$ cat config.mk
export PLATFORM = sky130hd
export DESIGN_NAME = usb_bringup_seq
export DESIGN_NICKNAME = d
export VERILOG_FILES = /design/src/rtl/ubs_pkg.sv /design/src/rtl/ubs_refcnt.sv /design/src/rtl/ubs_timer.sv /design/src/rtl/ubs_portcfg.sv /design/src/rtl/usb_bringup_seq.sv
export SDC_FILE = /design/constraint.sdc
export NUM_CORES = 1
export LEC_CHECK = 0
export BUFFER_PORTS_ARGS = -buffer_cell sky130_fd_sc_hd__buf_2
export CORE_MARGIN = 4
export CORE_UTILIZATION = 35
export CTS_CLUSTER_SIZE = 14
export DETAILED_ROUTE_END_ITERATION = 6
export HOLD_SLACK_MARGIN = 0.1
export PLACE_DENSITY = 0.53
export SYNTH_ARGS = -nofsm -noshare
export SYNTH_HDL_FRONTEND = slang
export SYNTH_SLANG_ARGS = --single-unit
$ cat constraint.sdc
create_clock -name clk -period 7.2 [get_ports clk]
set_input_delay 0.36 -clock clk [delete_from_list [all_inputs] [get_ports clk]]
set_output_delay 0.36 -clock clk [all_outputs]
set_load 0.02 [all_outputs]
$ cat src/rtl/ubs_pkg.sv
package ubs_pkg;

  typedef enum logic [4:0] {
    ST_IDLE, ST_IFEN, ST_CHECK, ST_INIT, ST_HDIV, ST_HDIV_EN, ST_HDIV_REL,
    ST_WAIT_A, ST_POR_REL, ST_WAIT_MS, ST_TRST_ON, ST_WAIT_P, ST_TRST_OFF,
    ST_WAIT_S, ST_ODIV_REL, ST_ODIV_EN, ST_WAIT_B, ST_PRST_REL, ST_WAIT_US,
    ST_HRST_REL, ST_PORTS
  } seq_state_e;

  typedef logic [3:0] hdiv_t;

  // Quantised host divider ratio from the frequency-over-130 MHz quotient.
  function automatic hdiv_t pick_hdiv(input int unsigned q);
    hdiv_t r;
    if (q == 0)       r = 4'd1;
    else if (q <= 4)  r = hdiv_t'(q);
    else if (q == 5)  r = 4'd4;
    else if (q <= 7)  r = 4'd6;
    else if (q <= 11) r = 4'd8;
    else              r = 4'd12;
    return r;
  endfunction

endpackage

$ cat src/rtl/ubs_refcnt.sv
module ubs_refcnt #(
  parameter int CNT_W = 8
) (
  input  logic clk,
  input  logic rst_n,
  input  logic start_req,
  input  logic stop_req,
  output logic go
);
  localparam logic [CNT_W-1:0] CNT_MAX = '1;

  logic [CNT_W-1:0] cnt_q, cnt_d;
  logic             up, dn;

  assign up = start_req && !stop_req;
  assign dn = stop_req && !start_req;
  assign go = up && (cnt_q == '0);

  always_comb begin
    cnt_d = cnt_q;
    if (up && cnt_q != CNT_MAX)  cnt_d = cnt_q + 1'b1;
    else if (dn && cnt_q != '0)  cnt_d = cnt_q - 1'b1;
  end

  always_ff @(posedge clk or negedge rst_n) begin
    if (!rst_n) cnt_q <= '0;
    else        cnt_q <= cnt_d;
  end

  p_floor_r2: assert property (@(posedge clk) disable iff (!rst_n)
    (cnt_q == '0 && stop_req && !start_req) |=> cnt_q == '0)
    else $error("stop below zero changed the count");

  p_first_start_r2: assert property (@(posedge clk) disable iff (!rst_n)
    go |=> cnt_q == CNT_W'(1))
    else $error("launching start did not leave count at one");

endmodule

$ cat src/rtl/ubs_timer.sv
module ubs_timer #(
  parameter int TMR_W = 20
) (
  input  logic             clk,
  input  logic             rst_n,
  input  logic             load,
  input  logic [TMR_W-1:0] load_val,
  output logic             expired
);
  logic [TMR_W-1:0] cnt_q;

  assign expired = (cnt_q == '0);

  always_ff @(posedge clk or negedge rst_n) begin
    if (!rst_n)            cnt_q <= '0;
    else if (load)         cnt_q <= load_val;
    else if (cnt_q != '0)  cnt_q <= cnt_q - 1'b1;
  end

  p_reload_r10: assert property (@(posedge clk) disable iff (!rst_n)
    load |=> cnt_q == $past(load_val))
    else $error("wait counter missed its load");

  p_rest_r10: assert property (@(posedge clk) disable iff (!rst_n)
    (!load && cnt_q == '0) |=> cnt_q == '0)
    else $error("expired wait counter moved on its own");

endmodule

$ cat src/rtl/ubs_portcfg.sv
module ubs_portcfg #(
  parameter int NUM_PORTS = 2,
  parameter int VREF_W    = 4,
  parameter int RISE_W    = 2,
  parameter int PRE_W     = 2,
  parameter int VREF_VAL  = 15,
  parameter int RISE_VAL  = 1,
  parameter int PRE_VAL   = 1
) (
  input  logic                        clk,
  input  logic                        rst_n,
  input  logic                        wr_en,
  output logic [NUM_PORTS*VREF_W-1:0] vref,
  output logic [NUM_PORTS*RISE_W-1:0] rise,
  output logic [NUM_PORTS*PRE_W-1:0]  pre
);
  for (genvar p = 0; p < NUM_PORTS; p++) begin : g_port
    logic [VREF_W-1:0] vref_q;
    logic [RISE_W-1:0] rise_q;
    logic [PRE_W-1:0]  pre_q;

    always_ff @(posedge clk or negedge rst_n) begin
      if (!rst_n) begin
        vref_q <= '0;
        rise_q <= '0;
        pre_q  <= '0;
      end else if (wr_en) begin
        vref_q <= VREF_W'(VREF_VAL);
        rise_q <= RISE_W'(RISE_VAL);
        pre_q  <= PRE_W'(PRE_VAL);
      end
    end

    assign vref[p*VREF_W +: VREF_W] = vref_q;
    assign rise[p*RISE_W +: RISE_W] = rise_q;
    assign pre[p*PRE_W +: PRE_W]    = pre_q;
  end

endmodule

$ cat src/rtl/usb_bringup_seq.sv
module usb_bringup_seq
  import ubs_pkg::*;
#(
  parameter int unsigned IO_CLK_KHZ = 800_000,
  parameter int          FREQ_W     = 12,
  parameter int          NUM_PORTS  = 2,
  parameter int          DIV_WAIT   = 64,
  parameter int          REF_W      = 8,
  parameter int          FLA_W      = 6,
  parameter int          FLA_VAL    = 32
) (
  input  logic                   clk,
  input  logic                   rst_n,
  input  logic                   start_req,
  input  logic                   stop_req,
  input  logic [FREQ_W-1:0]      io_clk_mhz,
  output logic                   if_clk_en,
  output logic                   phy_por,
  output logic                   phy_test_rst,
  output logic                   phy_rst_n,
  output logic                   host_rst_n,
  output logic                   hdiv_en,
  output logic                   hdiv_rst_n,
  output logic                   odiv_en,
  output logic                   odiv_rst_n,
  output logic [3:0]             hdiv_val,
  output logic [NUM_PORTS*4-1:0] port_vref_tune,
  output logic [NUM_PORTS*2-1:0] port_rise_tune,
  output logic [NUM_PORTS*2-1:0] port_preemph_tune,
  output logic [FLA_W-1:0]       frame_len_adj,
  output logic                   busy,
  output logic                   done
);
  // Minimum waits in I/O clock cycles, rounded up.
  localparam int unsigned W_MS     = IO_CLK_KHZ;
  localparam int unsigned W_US     = (IO_CLK_KHZ + 999) / 1000;
  localparam int unsigned W_PULSE  = (IO_CLK_KHZ * 10 + 999_999) / 1_000_000;
  localparam int unsigned W_SETTLE = (IO_CLK_KHZ * 20 + 999_999) / 1_000_000;
  localparam int unsigned W_MAX    = (W_MS > DIV_WAIT) ? W_MS : DIV_WAIT;
  localparam int          TMR_W    = $clog2(W_MAX + 1);
  localparam int          RATIO    = 130;

  seq_state_e        state_q, state_d;
  logic              go, tmr_load, tmr_done, cfg_wr;
  logic [TMR_W-1:0]  tmr_val;
  logic [FREQ_W-1:0] ratio;

  assign ratio = io_clk_mhz / FREQ_W'(RATIO);

  ubs_refcnt #(.CNT_W(REF_W)) u_refcnt (
    .clk(clk), .rst_n(rst_n), .start_req(start_req), .stop_req(stop_req), .go(go)
  );

  ubs_timer #(.TMR_W(TMR_W)) u_timer (
    .clk(clk), .rst_n(rst_n), .load(tmr_load), .load_val(tmr_val), .expired(tmr_done)
  );

  ubs_portcfg #(
    .NUM_PORTS(NUM_PORTS), .VREF_W(4), .RISE_W(2), .PRE_W(2),
    .VREF_VAL(15), .RISE_VAL(1), .PRE_VAL(1)
  ) u_portcfg (
    .clk(clk), .rst_n(rst_n), .wr_en(cfg_wr),
    .vref(port_vref_tune), .rise(port_rise_tune), .pre(port_preemph_tune)
  );

  // Next state and wait-counter loads.
  always_comb begin
    state_d  = state_q;
    tmr_load = 1'b0;
    tmr_val  = '0;
    cfg_wr   = 1'b0;
    unique case (state_q)
      ST_IDLE:     if (go) state_d = ST_IFEN;
      ST_IFEN:     state_d = ST_CHECK;
      ST_CHECK:    state_d = host_rst_n ? ST_PORTS : ST_INIT;
      ST_INIT:     state_d = ST_HDIV;
      ST_HDIV:     state_d = ST_HDIV_EN;
      ST_HDIV_EN:  state_d = ST_HDIV_REL;
      ST_HDIV_REL: begin
        state_d = ST_WAIT_A; tmr_load = 1'b1; tmr_val = TMR_W'(DIV_WAIT - 1);
      end
      ST_WAIT_A:   if (tmr_done) state_d = ST_POR_REL;
      ST_POR_REL:  begin
        state_d = ST_WAIT_MS; tmr_load = 1'b1; tmr_val = TMR_W'(W_MS - 1);
      end
      ST_WAIT_MS:  if (tmr_done) state_d = ST_TRST_ON;
      ST_TRST_ON:  begin
        state_d = ST_WAIT_P; tmr_load = 1'b1; tmr_val = TMR_W'(W_PULSE - 1);
      end
      ST_WAIT_P:   if (tmr_done) state_d = ST_TRST_OFF;
      ST_TRST_OFF: begin
        state_d = ST_WAIT_S; tmr_load = 1'b1; tmr_val = TMR_W'(W_SETTLE - 1);
      end
      ST_WAIT_S:   if (tmr_done) state_d = ST_ODIV_REL;
      ST_ODIV_REL: state_d = ST_ODIV_EN;
      ST_ODIV_EN:  begin
        state_d = ST_WAIT_B; tmr_load = 1'b1; tmr_val = TMR_W'(DIV_WAIT - 1);
      end
      ST_WAIT_B:   if (tmr_done) state_d = ST_PRST_REL;
      ST_PRST_REL: begin
        state_d = ST_WAIT_US; tmr_load = 1'b1; tmr_val = TMR_W'(W_US - 1);
      end
      ST_WAIT_US:  if (tmr_done) state_d = ST_HRST_REL;
      ST_HRST_REL: state_d = ST_PORTS;
      ST_PORTS:    begin state_d = ST_IDLE; cfg_wr = 1'b1; end
      default:     state_d = ST_IDLE;
    endcase
  end

  always_ff @(posedge clk or negedge rst_n) begin
    if (!rst_n) state_q <= ST_IDLE;
    else        state_q <= state_d;
  end

  // Registered control outputs, each changed only by its own step.
  always_ff @(posedge clk or negedge rst_n) begin
    if (!rst_n) begin
      if_clk_en     <= 1'b0;
      phy_por       <= 1'b1;
      phy_test_rst  <= 1'b0;
      phy_rst_n     <= 1'b0;
      host_rst_n    <= 1'b0;
      hdiv_en       <= 1'b0;
      hdiv_rst_n    <= 1'b0;
      odiv_en       <= 1'b0;
      odiv_rst_n    <= 1'b0;
      hdiv_val      <= '0;
      frame_len_adj <= '0;
      busy          <= 1'b0;
      done          <= 1'b0;
    end else begin
      done <= (state_q == ST_PORTS);
      unique case (state_q)
        ST_IDLE:     if (go) busy <= 1'b1;
        ST_IFEN:     if_clk_en <= 1'b1;
        ST_INIT: begin
          phy_por    <= 1'b1;
          host_rst_n <= 1'b0;
          phy_rst_n  <= 1'b0;
          hdiv_rst_n <= 1'b0;
          odiv_rst_n <= 1'b0;
          hdiv_en    <= 1'b0;
          odiv_en    <= 1'b0;
        end
        ST_HDIV:     hdiv_val <= pick_hdiv(32'(ratio));
        ST_HDIV_EN:  hdiv_en <= 1'b1;
        ST_HDIV_REL: hdiv_rst_n <= 1'b1;
        ST_POR_REL:  phy_por <= 1'b0;
        ST_TRST_ON:  phy_test_rst <= 1'b1;
        ST_TRST_OFF: phy_test_rst <= 1'b0;
        ST_ODIV_REL: odiv_rst_n <= 1'b1;
        ST_ODIV_EN:  odiv_en <= 1'b1;
        ST_PRST_REL: phy_rst_n <= 1'b1;
        ST_HRST_REL: host_rst_n <= 1'b1;
        ST_PORTS: begin
          busy          <= 1'b0;
          frame_len_adj <= FLA_W'(FLA_VAL);
        end
        default: ;
      endcase
    end
  end

  p_ifen_after_busy_r3: assert property (@(posedge clk) disable iff (!rst_n)
    $rose(busy) |=> if_clk_en)
    else $error("interface clock not enabled after launch");

  p_hdiv_legal_r4: assert property (@(posedge clk) disable iff (!rst_n)
    hdiv_en |-> (hdiv_val inside {4'd1, 4'd2, 4'd3, 4'd4, 4'd6, 4'd8, 4'd12}))
    else $error("host divider ratio outside the table");

  p_hdiv_order_r5: assert property (@(posedge clk) disable iff (!rst_n)
    $rose(hdiv_rst_n) |-> hdiv_en)
    else $error("host divider left reset before being enabled");

  p_por_order_r6: assert property (@(posedge clk) disable iff (!rst_n)
    $fell(phy_por) |-> (hdiv_rst_n && hdiv_en))
    else $error("power-on reset released before host divider runs");

  p_odiv_order_r7: assert property (@(posedge clk) disable iff (!rst_n)
    $rose(odiv_en) |-> odiv_rst_n)
    else $error("OHCI divider enabled while still in reset");

  p_host_last_r8: assert property (@(posedge clk) disable iff (!rst_n)
    $rose(host_rst_n) |-> (phy_rst_n && !phy_por && !phy_test_rst && odiv_en))
    else $error("host reset released before the PHY was ready");

  p_done_pulse_r9: assert property (@(posedge clk) disable iff (!rst_n)
    done |=> !done)
    else $error("completion pulse longer than one cycle");

  p_done_idle_r9: assert property (@(posedge clk) disable iff (!rst_n)
    done |-> (!busy && frame_len_adj == FLA_W'(FLA_VAL)))
    else $error("completion without final programming");

endmodule

==> results of run 1 <==
synth_stat cells (4+ instances only):
cell type / n / share of area
a21o_1: 7 / 0.014
a21oi_1: 37 / 0.051
a22oi_1: 4 / 0.0082
a31oi_1: 5 / 0.0086
buf_2: 5 / 0.0068
buf_4: 22 / 0.045
clkbuf_1: 11 / 0.011
dfrtp_1: 48 / 0.33
ha_1: 7 / 0.024
inv_1: 12 / 0.012
nand2_1: 38 / 0.039
nand2b_1: 13 / 0.022
nand3_1: 5 / 0.0068
nand4_1: 4 / 0.0068
nor2_1: 41 / 0.042
nor2b_1: 9 / 0.015
nor3_1: 15 / 0.021
nor3b_1: 4 / 0.0082
nor4_1: 6 / 0.010
o211ai_1: 6 / 0.012
o21ai_0: 29 / 0.040
o21ai_1: 6 / 0.0082
or2_1: 4 / 0.0068
or3_1: 6 / 0.010
or4_1: 6 / 0.012
xnor2_1: 11 / 0.026
xor2_1: 11 / 0.026
per-layer routing:
layer,share of wire,up-vias
met1,0.46,1473
met4,0.015,0
met3,0.049,8
met2,0.48,92
met5,0,-
li1,-,1585
through the flow:
stage	setup slack [ps]	hold WS, ps	utilization	area (um^2)
floorplan	4280	64.4	-	3690
global placement	4100	468	0.375	3840
detailed placement	4080	473	0.375	3840
CTS	4050	162	0.386	3950
global route	3820	197	0.386	3950
finish	4100	133	0.386	3950
flip-flops by register name, summed over array words and instances (netlist names):
signal,cells
busy,1
done,1
hdiv_en,1
hdiv_rst_n,1
hdiv_val,4
host_rst_n,1
if_clk_en,1
odiv_en,1
odiv_rst_n,1
phy_por,1
phy_rst_n,1
phy_test_rst,1
state_q,5
u_portcfg.g_port.vref_q,1
u_refcnt.cnt_q,8
u_timer.cnt_q,20
worst paths after layout:
check / from / end / slack (ps) / depth (start not counted)
min in group clk: stop_req / busy$_DFFE_PN0P_ / 450 / 4
max reg2reg: u_timer.cnt_q[4]$_DFFE_PN0P_ / u_timer.cnt_q[13]$_DFFE_PN0P_ / 4100 / 9
max in group asynchronous: rst_n / state_q[3]$_DFFE_PN0P_ / 6620 / 2
min reg2reg: if_clk_en$_DFFE_PN0P_ / if_clk_en$_DFFE_PN0P_ / 480 / 1
max: u_timer.cnt_q[4]$_DFFE_PN0P_ / u_timer.cnt_q[13]$_DFFE_PN0P_ / 4100 / 9
min: rst_n / u_refcnt.cnt_q[5]$_DFFE_PN0P_ / 130 / 2
kinds of logic (layout without fill, tap and decap cells):
group                    Yosys count  count (layout)  share of synthesized area
XOR/XNOR                          22              22                     0.0527
multiplexers                       6               6                     0.0174
flip-flops                        49              49                      0.336
buffers and inverters             52              64                     0.0797
AO/OA/AOI/OAI                    130             130                      0.237
other                              1               9                    0.00103
adder cells (fa/ha/maj)            8               8                     0.0294
AND/OR/NAND/NOR                  170             170                      0.247
power by group:
group,switching [mW],internal (mW)
Combinational,0.0995,0.0880
Sequential,0.0279,0.298
Clock,0.0965,0.113
Total,0.224,0.500
layout by cell type, fill, tap and decap left out, drive strengths merged, types with 5 or more instances in the layout:
master	netlist	layout
a21o	7	7
a21oi	38	38
a31oi	5	5
buf	29	44
clkbuf	11	7
conb	1	9
dfrtp	48	48
ha	7	7
inv	12	12
nand2	38	38
nand2b	14	14
nand3	5	5
nor2	41	41
nor2b	10	10
nor3	15	15
nor4	7	7
o211ai	6	6
o21ai	37	37
or2	7	7
or3	6	6
or4	7	7
xnor2	11	11
xor2	11	11
area by class of cell:
type,count,share of cell area
flip-flops and latches,49,0.311
inverters,12,0.0114
clock inverters,1,0.00760
well taps,136,0.0431
repair buffers,44,0.0570
clock buffers,7,0.0218
multi-input cells,345,0.549
==> reports/results.txt, run 1 <==
Cells after synthesis: 438
Max Clock Skew: 5.27 ps
Endpoints failing hold: 0
Setup bufs post-CTS: 0
CP Cell Sequence: nor4_1, nand2_1, or2_1, nand2b_1, or2_1, nand2b_4, nor2_1, nor2_1, a21oi_1
Clock-pin slew reported for the worst setup and hold paths after clock tree synthesis: 90 ps
Initial antenna violation count: 0
DRT iter0 DRCs: 188
TritonCTS Buffers: 5
Critical path peak fanout: 12
Sequential Area: 1230 um^2
Slew margin rel.: 0.394
Worst Setup End Kind: register
1st-pass router iterations: 4
Vias: 3158
Critical path arrival: 3340 ps
Global-route wire length before repair: 14100 um
Post-synth ARST share: 1.00
Status: finished, final reports clean
Worst Path Required: 7440 ps
DRC: 0
H-tree Lvls: 2
GP Congestion: 0.816
Share of cells above drive strength 1: 0.153
YS warnings: 0
Post-CTS Resized: 0
Fmax: 323 MHz
Finished Layout Cells: 594
Largest net degree at the start of global routing: 50
Cell area power density: 183 nW/um^2
Die W: 110 um
FP Rows: 37
Drt wl/cell: 14.0 um
Met1 Use GR: 0.189
Final setup vio count: 0
CTS Hold Bufs: 0
Detail Route Antenna Nets: 0
GRT Max-Usage Layer: met2
WP buf/inv: 0
Largest stage delay, worst path: 630 ps
Crit path max-delay family: simple AND/OR/NAND/NOR gates
GR Util met2: 0.244
Max Slew Vio Count: 0
Area taken by multi-input logic gates: 2170 um^2
Worst vdd ir: 100 uV
Critical path class: reg -> reg
Vias in the first global route: 2949
Crit path time final: 3100 ps
Min-delay worst type: in -> async
Final wirelength: 8300 um
Starting Density: 0.357
Core area: 10200 um^2
Number of diodes: 0
Post-synth design cell area: 3660 um^2
Total gr overflow: 0
Number of flops mapped to enable cells by yosys: 0
Cell count after placement: 586
Tot Pwr: 0.724 mW
Worst Tran Pin Value: 908 ps
Dpl hpwl: 6010 um
CTS root buffer: clkbuf_8
TritonCTS clock tree: built
CP Launch Type: register
Final worst path period share: 0.431
Max Cap Viol: 0
Fill count: 1037
Vias/cell: 5.32
Post-synth cell types: 70
Io pins: 53
NumNets Final: 481
All-Layer GR Usage: 0.146
Die H: 110 um
Syn Area/Cell: 8.35 um^2
Lkg Pwr: 1.73 nW
TNS Setup: 0 ps
RSZ-0062 raised after global routing: false
Die area: 12100 um^2
Post-synth top flop: dfrtp_1
Number of I/O port buffers: 42
Clk sink count: 49
Global Route met3 Usage: 0.0245
Syn-to-layout area delta: 8.07%
Longest Clk Path Bufs: 2
CP max stage cell: nor2_1
Skew-Pair Late Insertion Delay: 310 ps
Seq/Total Area, Yosys: 0.336
FF+latch count, synth: 49
Power figures use the tool's default switching activity.
==> run 2, diff against run 1 <==
Settings changed: ABC_AREA set to 1, PLACE_DENSITY 0.53 to 0.55.
Clock period 7.2 ns to 2.6 ns, I/O delays scaled along.
==> run 2 against run 1 <==
  * Clock-buffer cell count is 2 lower
  * Critical path depth is 7 higher
  * Hold slack better by 86 ps
  * Critical path type unchanged
  * Critical endpoint is now u_refcnt.cnt_q[7]$_DFFE_PN0P_
==> reports/results.txt, run 2 <==
Share of cells above drive strength 1: 0.181 (+0.0279)
Dpl hpwl: 6530 um (+8.8%)
Die area: 12200 um^2 (+0.25%)
Total gr overflow: 0 (unchanged)
FF+latch count, synth: 49 (unchanged)
Worst Tran Pin Value: 618 ps (-291 ps)
Critical path peak fanout: 4 (-8)
Number of I/O port buffers: 42 (unchanged)
Detail Route Antenna Nets: 0 (unchanged)
DRT iter0 DRCs: 159 (-15%)
Post-synth top flop: dfrtp_1
TritonCTS Buffers: 5 (unchanged)
Starting Density: 0.357 (-0.000636)
Vias: 3377 (+6.9%)
CTS root buffer: clkbuf_8
Fmax: 405 MHz (+26%)
Post-synth top area cell: dfrtp_1
Critical path arrival: 2660 ps (-680 ps)
Hold_ws: 219 ps (+85.9 ps)
Max Slew Vio Count: 0 (unchanged)
GP Congestion: 0.853 (+4.6%)
Status: finished, final reports clean
Final wirelength: 8160 um (-1.7%)
CP Cell Sequence: nand4_1, o211ai_1, ha_1, nand2_1, nor2_1, a211oi_2, nor2_1, nor2_1, nor2_1, nor2_1, nor2_1, o21ai_1, nand2_1, a21oi_2, a21oi_1, xor2_1
Clk sink count: 49 (unchanged)
NumNets Final: 604 (+26%)
Vias in the first global route: 3203 (+8.6%)
Top post-synthesis cells by area: dfrtp_1 33%, nand2_1 10%, inv_1 8.0%
Clock-pin slew reported for the worst setup and hold paths after clock tree synthesis: 90 ps (about the same)
Vias/cell: 4.71 (-11%)
Post-synth cell types: 43 (-39%)
Syn-to-layout area delta: 16.0%
Worst R2R Setup Slack: 130 ps (-3970 ps)
Largest net degree at the start of global routing: 50 (unchanged)
Core area: 10300 um^2 (+0.45%)
Initial antenna violation count: 0 (unchanged)
Most frequent cells in the layout: 101 x nand2_1, 78 x inv_1, 75 x nor2_1
Crit path time final: 2470 ps (-630 ps)
Cells after synthesis: 522 (+19%)
Critical path class: reg -> reg
Worst Path Required: 2790 ps (-4650 ps)
Max Cap Viol: 0 (unchanged)
Fill count: 1096 (+5.7%)
All-Layer GR Usage: 0.143 (-0.00281)
Max Clock Skew: 9.55 ps (+4.28 ps)
Number of diodes: 0 (unchanged)
Area of placed instances: 4050 um^2 (+5.6%)
YS warnings: 0 (unchanged)
Io pins: 53 (unchanged)
1st-pass router iterations: 4 (unchanged)
H-tree Lvls: 2 (unchanged)
RSZ-0062 raised after global routing: true
Biggest regs: u_timer.cnt_q (20), u_refcnt.cnt_q (8), state_q (5)
Largest register FFs: 20 (unchanged)
Worst Setup End Kind: register
Final setup vio count: 0 (unchanged)
Min-delay worst type: in -> reg
Commonest non-fill, non-tap cell in the layout: nand2_1
Number of flops mapped to enable cells by yosys: 0 (unchanged)
Global-route wire length before repair: 14300 um (+1.3%)
Post-route cell area: 4250 um^2 (+7.6%)
Final worst path period share: 0.950 (+0.519)
Lkg Pwr: 2.23 nW (+29%)
DRC: 0 (unchanged)
Drt wl/cell: 11.4 um (-19%)
Syn Area/Cell: 7.03 um^2 (-16%)
Die W: 110 um (+0.13%)
Skew-Pair Late Insertion Delay: 300 ps (about the same)
Post-synth ARST share: 1.00 (unchanged)
Largest stage delay, worst path: 390 ps (-240 ps)
Worst vdd ir: 181 uV (+81%)
CP max stage cell: dfrtp_1
Longest Clk Path Bufs: 2 (unchanged)
Slew margin rel.: 0.588 (+0.194)
Endpoints failing hold: 0 (unchanged)
CP Launch Type: register
Most flops, register: u_timer.cnt_q
Seq/Total Area, Yosys: 0.335 (-0.000916)
FP Rows: 37 (unchanged)
Cell area power density: 528 nW/um^2 (+190%)
Die H: 110 um (+0.13%)
Post-synth design cell area: 3670 um^2 (+0.27%)
Critical Path Most Common Cell: nor2_1
Proportion of netlist area held by the largest area contributor: 0.328 (-0.000896)
TritonCTS clock tree: built
Most common cell in the netlist: nand2_1
Commonest cells post-synth: 101 x nand2_1, 78 x inv_1, 75 x nor2_1
-- run 2: final cells by class --
type | instances | area (um^2) | share of cell area
repair buffers | 66 | 393 | 0.0924
flip-flops and latches | 49 | 1230 | 0.289
clock inverters | 3 | 65.1 | 0.0153
inverters | 83 | 312 | 0.0733
multi-input cells | 375 | 2020 | 0.474
well taps | 136 | 170 | 0.0400
clock buffers | 5 | 68.8 | 0.0162
-- run 2: worst max-delay path, delay by kind of cell, from the launching register on --
family	cells	cell delay, ps
DFF	1	390
xor gates and xnor gates	1	140
and+or+nand+nor	9	740
AOI/OAI and AO/OA	5	770
adders and majority gates	1	340
-- run 2: logic make-up (layout without fill, tap and decap cells) --
logic type / after synthesis / count (layout) / share of synthesized area
AOI/OAI and AO/OA: 69 / 69 / 0.116
xor gates and xnor gates: 23 / 23 / 0.0549
adders and majority gates: 8 / 8 / 0.0293
buffers and inverters: 106 / 157 / 0.130
DFF: 49 / 49 / 0.335
other: 1 / 9 / 0.00102
and+or+nand+nor: 266 / 266 / 0.334
-- run 2: per-layer routing --
layer  up-vias  routed length (um)  global-route usage
li1       1775                   -                   -
met5         -                   0                   0
met2        64                4110               0.262
met3         6                 296              0.0210
met4         0                  53              0.0264
met1      1532                3700               0.179
-- run 2: report_power, final --
group / switching, mW / total [mW] / internal (mW)
Clock: 0.258 / 0.640 / 0.382
Combinational: 0.411 / 0.726 / 0.315
Sequential: 0.0517 / 0.878 / 0.826
Total: 0.721 / 2.24 / 1.52
-- run 2: worst paths after layout --
check / end / cells past startpoint / startpoint
worst max-delay path: u_refcnt.cnt_q[7]$_DFFE_PN0P_ / 16 / u_refcnt.cnt_q[3]$_DFFE_PN0P_
worst min-delay path: busy$_DFFE_PN0P_ / 3 / start_req
worst max register to register: u_refcnt.cnt_q[7]$_DFFE_PN0P_ / 16 / u_refcnt.cnt_q[3]$_DFFE_PN0P_
worst min register to register: odiv_rst_n$_DFFE_PN0P_ / 2 / odiv_rst_n$_DFFE_PN0P_
max in group asynchronous: host_rst_n$_DFFE_PN0P_ / 3 / rst_n
min in group asynchronous: u_portcfg.g_port[0].vref_q[0]$_DFFE_PN0P_ / 3 / rst_n
-- run 2: metrics by stage --
stage               TNS (ps)  cells  utilization  power [mW]  setup WS [ps]
floorplan              -15.6    530            -        1.40          -15.6
global placement           0    703        0.394        1.55           64.1
detailed placement     -30.8    703        0.394        1.57          -30.8
CTS                        0    712        0.408        2.22           4.71
global route            -143    717        0.414        2.42           -142
finish                     0    717        0.414        2.24            130
-- run 2: timing repair --
item,4_1_cts,5_1_grt
setup buffers,0,5
pin swaps,1,3
gates resized for setup,0,4
setup endpoints to repair,1,17
hold buffers,1,0
endpoints found under the hold margin,48,0
